`config.mk`:
```
export PLATFORM = sky130hd
export DESIGN_NAME = ce_guard
export DESIGN_NICKNAME = d
export VERILOG_FILES = /design/src/rtl/ce_guard_pkg.sv /design/src/rtl/ce_guard_sync.sv /design/src/rtl/ce_guard_timer.sv /design/src/rtl/ce_guard_fsm.sv /design/src/rtl/ce_guard.sv
export SDC_FILE = /design/constraint.sdc
export NUM_CORES = 1
export LEC_CHECK = 0
export ABC_AREA = 1
export CORE_MARGIN = 8
export CORE_UTILIZATION = 60
export DETAILED_ROUTE_END_ITERATION = 16
export GPL_TIMING_DRIVEN = 0
export PLACE_DENSITY_LB_ADDON = 0.25
export REMOVE_ABC_BUFFERS = 1
export SLEW_MARGIN = 10
export SYNTH_ARGS = -nofsm -noshare
export SYNTH_HDL_FRONTEND = slang
export SYNTH_SLANG_ARGS = --single-unit
```
`constraint.sdc`:
```
create_clock -name clk -period 2.09 [get_ports clk]
set_input_delay 0.5225 -clock clk [delete_from_list [all_inputs] [get_ports clk]]
set_output_delay 0.5225 -clock clk [all_outputs]
set_load 0.005 [all_outputs]
```
`src/rtl/ce_guard_pkg.sv`:
```
package ce_guard_pkg;

    typedef enum logic [1:0] {
        ST_RUN     = 2'd0,
        ST_DRAIN   = 2'd1,
        ST_LOCK    = 2'd2,
        ST_RECOVER = 2'd3
    } guard_state_e;

    localparam int unsigned SYNC_STAGES = 2;

endpackage

```
`src/rtl/ce_guard_sync.sv`:
```
module ce_guard_sync #(
    parameter int unsigned STAGES = 2
) (
    input  logic clk,
    input  logic rst_n,
    input  logic d_async,
    output logic d_sync
);

    logic [STAGES-1:0] pipe;

    // Reset value 0 means the supply is treated as invalid until it is seen good.
    always_ff @(posedge clk or negedge rst_n) begin
        if (!rst_n) begin
            pipe <= '0;
        end else begin
            pipe <= {pipe[STAGES-2:0], d_async};
        end
    end

    assign d_sync = pipe[STAGES-1];

endmodule

```
`src/rtl/ce_guard_timer.sv`:
```
module ce_guard_timer #(
    parameter int unsigned WIDTH = 8
) (
    input  logic             clk,
    input  logic             rst_n,
    input  logic             restart,
    output logic [WIDTH-1:0] elapsed
);

    localparam logic [WIDTH-1:0] CEILING = '1;

    // Counts the cycles spent in the current state; saturates at CEILING.
    always_ff @(posedge clk or negedge rst_n) begin
        if (!rst_n) begin
            elapsed <= '0;
        end else if (restart) begin
            elapsed <= '0;
        end else if (elapsed != CEILING) begin
            elapsed <= elapsed + WIDTH'(1);
        end
    end

endmodule

```
`src/rtl/ce_guard_fsm.sv`:
```
module ce_guard_fsm
    import ce_guard_pkg::*;
#(
    parameter int unsigned WP_CYCLES  = 16,
    parameter int unsigned REC_CYCLES = 32,
    parameter int unsigned CNT_W      = 6
) (
    input  logic             clk,
    input  logic             rst_n,
    input  logic             ce_in_n,
    input  logic             supply_ok,
    input  logic             batt_mode,
    input  logic [CNT_W-1:0] elapsed,
    output guard_state_e     state_q,
    output logic             restart,
    output logic             ce_out_n
);

    localparam logic [CNT_W-1:0] WP_LAST  = CNT_W'(WP_CYCLES - 1);
    localparam logic [CNT_W-1:0] REC_LAST = CNT_W'(REC_CYCLES - 1);

    guard_state_e state_d;
    logic         fail;

    assign fail = !supply_ok || batt_mode;

    always_comb begin
        state_d = state_q;
        unique case (state_q)
            ST_RUN: begin
                if (fail) begin
                    state_d = ce_in_n ? ST_LOCK : ST_DRAIN;
                end
            end
            ST_DRAIN: begin
                if (ce_in_n || batt_mode || (elapsed == WP_LAST)) begin
                    state_d = ST_LOCK;
                end
            end
            ST_LOCK: begin
                if (!fail) begin
                    state_d = ST_RECOVER;
                end
            end
            ST_RECOVER: begin
                if (fail) begin
                    state_d = ST_LOCK;
                end else if (elapsed == REC_LAST) begin
                    state_d = ST_RUN;
                end
            end
            default: state_d = ST_LOCK;
        endcase
    end

    always_ff @(posedge clk or negedge rst_n) begin
        if (!rst_n) begin
            state_q <= ST_LOCK;
        end else begin
            state_q <= state_d;
        end
    end

    assign restart = (state_d != state_q);

    always_comb begin
        unique case (state_q)
            ST_RUN, ST_DRAIN: ce_out_n = ce_in_n | batt_mode;
            default:          ce_out_n = 1'b1;
        endcase
    end

endmodule

```
`src/rtl/ce_guard.sv`:
```
module ce_guard
    import ce_guard_pkg::*;
#(
    parameter int unsigned WP_CYCLES  = 10000,
    parameter int unsigned REC_CYCLES = 8000000
) (
    input  logic clk,
    input  logic rst_n,
    input  logic ce_in_n,
    input  logic supply_ok_async,
    input  logic batt_mode,
    output logic ce_out_n
);

    localparam int unsigned LONGEST = (WP_CYCLES > REC_CYCLES) ? WP_CYCLES : REC_CYCLES;
    localparam int unsigned CNT_W   = $clog2(LONGEST + 1);

    logic             supply_sync;
    logic             restart;
    logic [CNT_W-1:0] elapsed;
    guard_state_e     state_q;

    ce_guard_sync #(
        .STAGES (SYNC_STAGES)
    ) u_sync (
        .clk     (clk),
        .rst_n   (rst_n),
        .d_async (supply_ok_async),
        .d_sync  (supply_sync)
    );

    ce_guard_timer #(
        .WIDTH (CNT_W)
    ) u_timer (
        .clk     (clk),
        .rst_n   (rst_n),
        .restart (restart),
        .elapsed (elapsed)
    );

    ce_guard_fsm #(
        .WP_CYCLES  (WP_CYCLES),
        .REC_CYCLES (REC_CYCLES),
        .CNT_W      (CNT_W)
    ) u_fsm (
        .clk       (clk),
        .rst_n     (rst_n),
        .ce_in_n   (ce_in_n),
        .supply_ok (supply_sync),
        .batt_mode (batt_mode),
        .elapsed   (elapsed),
        .state_q   (state_q),
        .restart   (restart),
        .ce_out_n  (ce_out_n)
    );

endmodule

```
==> results.json, run 1 <==
{
  "ys_types": 29,
  "holdCritPathClass": "primary input to asynchronous set/reset pin",
  "slew_violations": 0,
  "required_ps": 1570,
  "cts_hold_buf": 0,
  "fmax_mhz": 518,
  "p_leak_uw": 0.000916,
  "period_needed_ps": 1930,
  "ys_ff_latch": 27,
  "peakVddDrop_mv": 0.356,
  "path_class": "primary input to output port",
  "avgSynthCellArea_sq_um": 7.32,
  "finalNonFillerCells": 291,
  "cts_root_buffer": "clkbuf_4",
  "dr.pass1.iters": 4,
  "grt_usage": 0.149,
  "reg2reg_depth": 11,
  "area_growth_pct": 10.0,
  "synth_ff_type": "dfrtp_1",
  "synth_edf_count": 0,
  "p_total_uw": 1110,
  "netlist_top_cells_area": "dfrtp_1 36%, nand2_1 11%, nor2_2 8.0%",
  "synth_compound_area_frac": 0.0526,
  "cts_tree": "built",
  "rows": 20,
  "start_util": 0.612,
  "placed_cells": 282,
  "synth_xor_area_frac": 0.0242,
  "critPathMaxFanout": 3,
  "worst_pin_slew_ps": 604,
  "cts_made_buffers": 3,
  "grt_overflow": 0,
  "drc": 0,
  "clockBufferDepth": 2,
  "globalplace.congestion": 0.893,
  "yosysSeqAreaShare": 0.374,
  "num-nets-final": 265,
  "cts_sinks": 27,
  "setup_violations": 0,
  "synthArstFlopShare": 1.00,
  "synth_top_family_by_area": "simple AND/OR/NAND/NOR gates",
  "end_kind": "output port",
  "synthMuxAreaShare": 0,
  "clk_pin_slew_worst_paths_ps": 150,
  "status": "completed",
  "vias": 1619,
  "ant_nets": 0,
  "rrSetupSlack_ps": 170,
  "netlist_area_sq_um": 1810,
  "yosys_warnings": 0,
  "dp_hpwl_um": 2750,
  "die_x_um": 70.9,
  "synth_top_area_share": 0.360,
  "cp_slowest_cell": "clkdlybuf4s50_1",
  "fin_skew_ps": 4.14,
  "cp_slowest_stage_delay_ps": 430,
  "crit_buf_inv": 2,
  "n_antenna_cell": 0,
  "core-area_sq_um": 2950,
  "synth_fa_ha_area_frac": 0.00692,
  "io_pins": 6,
  "die_area_sq_um": 5030,
  "min_period_over_period": 0.924,
  "post-route-util": 0.674,
  "drt_iter0_drc": 113,
  "startpoint_type": "primary input",
  "numPortBuffers": 5,
  "htree_num_levels": 1,
  "grt_pass1_wl_um": 6150,
  "rr_startpoint": "u_timer.elapsed[0]",
  "yosysTopAreaCell": "dfrtp_1",
  "slew_headroom": 0.597,
  "grt_start_max_net_pins": 28,
  "p_per_area_nw_per_um2": 557,
  "syn_inst": 247,
  "rsz0062_at_grt": "no",
  "worstSkewPairLatency_ps": 330,
  "antenna_found_initial": 0,
  "wire_per_inst_um": 14.1,
  "die_h_um": 70.9,
  "crit_family": "buffers and inverters",
  "yosys.area_share.simple": 0.451,
  "cp.arrival_ps": 1410,
  "via_per_inst": 5.56,
  "hold_viol_final": 0,
  "setup_tns_ps": 0,
  "drive_gt1_frac": 0.209,
  "crit_chain": "clkdlybuf4s50_1 > nor2_2 > nand2_1 > dlygate4sd2_1",
  "first_global_vias": 1454,
  "reg2reg_to": "u_timer.elapsed[15]",
  "routed_wl_um": 4100,
  "drv_cap": 0
}
-- worst max-delay path by stage --
stage                       startpoint  slack [ps]                  end  depth (start not counted)
floorplan           u_timer.elapsed[0]         190  u_timer.elapsed[18]                         10
global placement             batt_mode        -370  u_timer.elapsed[19]                          9
detailed placement           batt_mode        -450  u_timer.elapsed[11]                          9
CTS                 u_timer.elapsed[0]          30  u_timer.elapsed[18]                         11
global route        u_timer.elapsed[0]           6  u_timer.elapsed[22]                         12
finish                       batt_mode         160             ce_out_n                          4
-- per-layer routing --
metal / track usage / part of all wire / vias to the layer above
met5: 0 / 0 / -
met3: 0.0184 / 0.040 / 15
li1: - / - / 816
met2: 0.268 / 0.49 / 41
met1: 0.175 / 0.44 / 747
met4: 0.0600 / 0.036 / 0
-- final cells by class --
cell class | count | area [sq um]
clock buffer | 4 | 26.3
inverter | 35 | 131
tap | 33 | 41.3
fill | 258 | 963
multi-input combinational | 185 | 1040
sequential | 27 | 677
timing repair buffer | 7 | 70.1
-- cell families after synthesis --
logic type               count (synthesis)
XOR/XNOR                                 5
flip-flops                              27
buffers and inverters                   38
adder cells (fa/ha/maj)                  1
AND/OR/NAND/NOR                        161
AO/OA/AOI/OAI                           15
-- placed cells by master, fill, tap and decap left out, types with 2 or more instances in the layout --
cell and count:
nor2_4 5, o21ai_1 6, nor2_1 29, inv_2 3, o21ai_0 4, xor2_1 4, nand3_4 4, dfrtp_1 26
clkdlybuf4s50_1 2, nand2_4 2, nand4_1 9, inv_1 32, nand2_1 51, dlygate4sd2_1 2, nor4_1 4, nand3_1 26
nor2_2 24, clkbuf_4 3, nand2_2 4, nor3_1 3
-- registers in the layout, indices dropped and copies added, names as in the netlist --
register / count
u_sync.pipe: 2
u_timer.elapsed: 23
u_fsm.state_q: 2
-- worst reg2reg max path, cell delays in order (launching register included) --
cell	delay [ps]
dfrtp_1	420
ha_1	250
nand3_1	150
inv_2	110
nand2_4	90
nor2_2	80
nand3_1	120
nand2_1	100
nand4_1	100
buf_4	200
nand3_4	170
nor2_2	50
-- report_power, final --
group | total, uW | leakage, uW | internal (uW) | switching [uW]
logic | 282 | 0.000537 | 102 | 180
registers | 594 | 0.000365 | 558 | 35.5
clock network | 233 | 0.0000150 | 74.9 | 158
-- what timing repair did --
action	4_1_cts	5_1_grt
pin swaps	1	3
endpoints found under the hold margin	0	0
gates cloned	0	3
gates resized for setup	4	6
setup buffers	0	2
endpoints found under the setup margin	24	23
-- synth_stat cells, types with 4 or more instances --
cell type	n
o21ai_1	6
nor2_1	30
nor4_1	4
nor2_2	23
nand2_1	52
nand4_1	9
nor2_4	5
nand2_2	4
xor2_1	4
nand3_1	26
o21ai_0	4
dfrtp_1	26
inv_1	32
-- through the flow --
stage | cell area [sq um] | hold slack, ps | setup slack [ps]
3_3_place_gp | 1870 | 332 | -373
5_1_grt | 1990 | 218 | 5.78
2_1_floorplan | 1770 | 227 | 190
3_5_place_dp | 1870 | 342 | -449
6_report | 1990 | 176 | 159
4_1_cts | 1900 | 375 | 25.9
No activity file was read; power rests on OpenSTA's default activity.
==> inputs of run 2 (changes only) <==
==> constraint.sdc (replaced) <==
create_clock -name clk -period 2.09 [get_ports clk]
set_input_delay 0.627 -clock clk [delete_from_list [all_inputs] [get_ports clk]]
set_output_delay 0.627 -clock clk [all_outputs]
set_load 0.005 [all_outputs]
==> run 2 against run 1 <==
Clock power barely moved. Global-route usage did not move. Final cell count did not move. Critical path depth did not move. Non-clock buffer count did not move. Combinational power barely moved. Critical path type unchanged. Largest cell class unchanged.
==> results.json, run 2 (synthesis results as in run 1) <==
{
  "vias": 1619,
  "grt_usage": 0.149,
  "die_h_um": 70.9,
  "end_kind": "output port",
  "grt_overflow": 0,
  "period_needed_ps": 1990,
  "ant_nets": 0,
  "top_regs": "u_timer.elapsed (23), u_fsm.state_q (2), u_sync.pipe (2)",
  "placed_cell_area_sq_um": 1870,
  "via_per_inst": 5.56,
  "n_antenna_cell": 0,
  "combPwrFrac": 0.254,
  "p_leak_uw": 0.000918,
  "htree_num_levels": 1,
  "drive_gt1_frac": 0.209,
  "grtUsageMet1": 0.175,
  "num-nets-final": 265,
  "use_met3": 0.0184,
  "core-area_sq_um": 2950,
  "multiInputGateArea_sq_um": 1040,
  "switching_share": 0.337,
  "routed_wl_um": 4100,
  "cts_root_buffer": "clkbuf_4",
  "setup_tns_ps": 0,
  "cp_slowest_cell": "dlygate4sd2_1",
  "rsz0062_at_grt": "no",
  "status": "completed",
  "grt_pass1_wl_um": 6150,
  "largest-register": "u_timer.elapsed",
  "p_per_area_nw_per_um2": 557,
  "cts_made_buffers": 3,
  "holdCritPathClass": "primary input to asynchronous set/reset pin",
  "final_common_cell": "nand2_1",
  "final_cell_mix": "51 x nand2_1, 32 x inv_1, 29 x nor2_1",
  "slew_violations": 0,
  "peakVddDrop_mv": 0.356,
  "io_pins": 6,
  "p_int_uw": 734,
  "clk_pin_slew_worst_paths_ps": 150,
  "cp_slowest_stage_delay_ps": 260,
  "first_global_vias": 1454,
  "largest_reg_flops": 23,
  "dr.pass1.iters": 4,
  "setup_violations": 0,
  "required_ps": 1460,
  "fill_cells": 258,
  "path_class": "primary input to output port",
  "area_growth_pct": 9.97,
  "critPathMaxFanout": 3,
  "top_usage_layer": "met2",
  "wire_per_inst_um": 14.1,
  "fmax_mhz": 503,
  "min_period_over_period": 0.951,
  "globalplace.congestion": 0.893,
  "p_sw_uw": 373,
  "drt_iter0_drc": 113,
  "crit_chain": "dlygate4sd2_1 > nor2_2 > nand2_1 > dlygate4sd2_1",
  "power_frac_clock": 0.210,
  "worstSkewPairLatency_ps": 330,
  "cp.arrival_ps": 1360,
  "dp_hpwl_um": 2750,
  "start_util": 0.612,
  "drv_cap": 0,
  "clockBufferDepth": 2,
  "fin_skew_ps": 4.13,
  "grt_use_met2": 0.268,
  "startpoint_type": "primary input",
  "fin_area_sq_um": 1990,
  "worst_pin_slew_ps": 604,
  "drc": 0,
  "die_x_um": 70.9,
  "cts_sinks": 27,
  "cpMostUsedCell": "dlygate4sd2_1",
  "cts_tree": "built",
  "seq_power_share": 0.536,
  "numPortBuffers": 5,
  "hold_viol_final": 0,
  "regArea_sq_um": 677,
  "grt_start_max_net_pins": 28,
  "die_area_sq_um": 5030,
  "slew_headroom": 0.597,
  "rows": 20,
  "antenna_found_initial": 0
}
==> run 2: cell count changes in the layout (fill, tap and decap cells not counted) <==
cell / change
dlygate4sd2_1: +1
clkdlybuf4s50_1: -1
==> run 2: timing repair <==
item                                    CTS  global route
gates cloned                              0             3
pin swaps                                 1             3
resized for setup                         5             6
endpoints found under the setup margin   24            23
hold buffers                              0             0
hold endpoints to repair                  0             0
buffers inserted                          0             2
==> run 2: power by group through the flow <==
| stage | Sequential [uW] | Combinational (uW) | Clock [uW] |
|---|---|---|---|
| global placement | 603 | 203 | 0 |
| detailed placement | 603 | 207 | 0 |
| global route | 602 | 306 | 254 |
| floorplan | 595 | 158 | 0 |
| CTS | 593 | 212 | 239 |
| finish | 594 | 281 | 233 |
==> run 2: final timing paths <==
kind                                          from                   to  slack, ps  cells past startpoint
worst max-delay path                       ce_in_n             ce_out_n        100                      4
worst min-delay path                         rst_n  u_timer.elapsed[21]        280                      1
worst max register to register  u_timer.elapsed[0]  u_timer.elapsed[15]        170                     11
worst min register to register      u_sync.pipe[0]       u_sync.pipe[1]        370                      0
max in group asynchronous                    rst_n   u_timer.elapsed[7]       1420                      1
min in group clk                    u_sync.pipe[0]       u_sync.pipe[1]        370                      0
==> run 2: final cells by class <==
cell class	count	area share
flip-flops and latches	27	0.340
well taps	33	0.0208
inverters	35	0.0661
repair buffers	7	0.0346
clock buffers	4	0.0132
multi-input cells	185	0.525
==> run 2: worst max-delay path: cells and delay by family <==
kind	cells	cell delay [ps]
buffers and inverters	2	520
AND/OR/NAND/NOR	2	220
==> run 2: per-layer routing <==
metal | up-vias | part of all wire | wire (um)
li1 | 816 | - | -
met1 | 747 | 0.44 | 1790
met2 | 41 | 0.49 | 2000
met3 | 15 | 0.040 | 163
met4 | 0 | 0.036 | 148
met5 | - | 0 | 0
==> run 2: metrics by stage <==
| step | hold slack [ps] | util | std cells | total power [uW] | worst slack (ps) |
|---|---|---|---|---|---|
| 2_1_floorplan | 331 | - | 244 | 754 | 190 |
| 3_3_place_gp | 332 | 0.632 | 282 | 806 | -477 |
| 3_5_place_dp | 342 | 0.632 | 282 | 810 | -553 |
| 4_1_cts | 375 | 0.643 | 286 | 1050 | 25.9 |
| 5_1_grt | 322 | 0.673 | 291 | 1160 | 5.78 |
| 6_report | 280 | 0.673 | 291 | 1110 | 102 |
==> inputs of run 3 (changes only) <==
--- a/config.mk
+++ b/config.mk
@@ -8,6 +8,7 @@
 export ABC_AREA = 1
 export CORE_MARGIN = 8
 export CORE_UTILIZATION = 60
+export CTS_CLUSTER_SIZE = 16
 export DETAILED_ROUTE_END_ITERATION = 16
 export GPL_TIMING_DRIVEN = 0
 export PLACE_DENSITY_LB_ADDON = 0.25
==> results of run 3 <==
Final layout, timing and power as in run 2 (identical DEF).
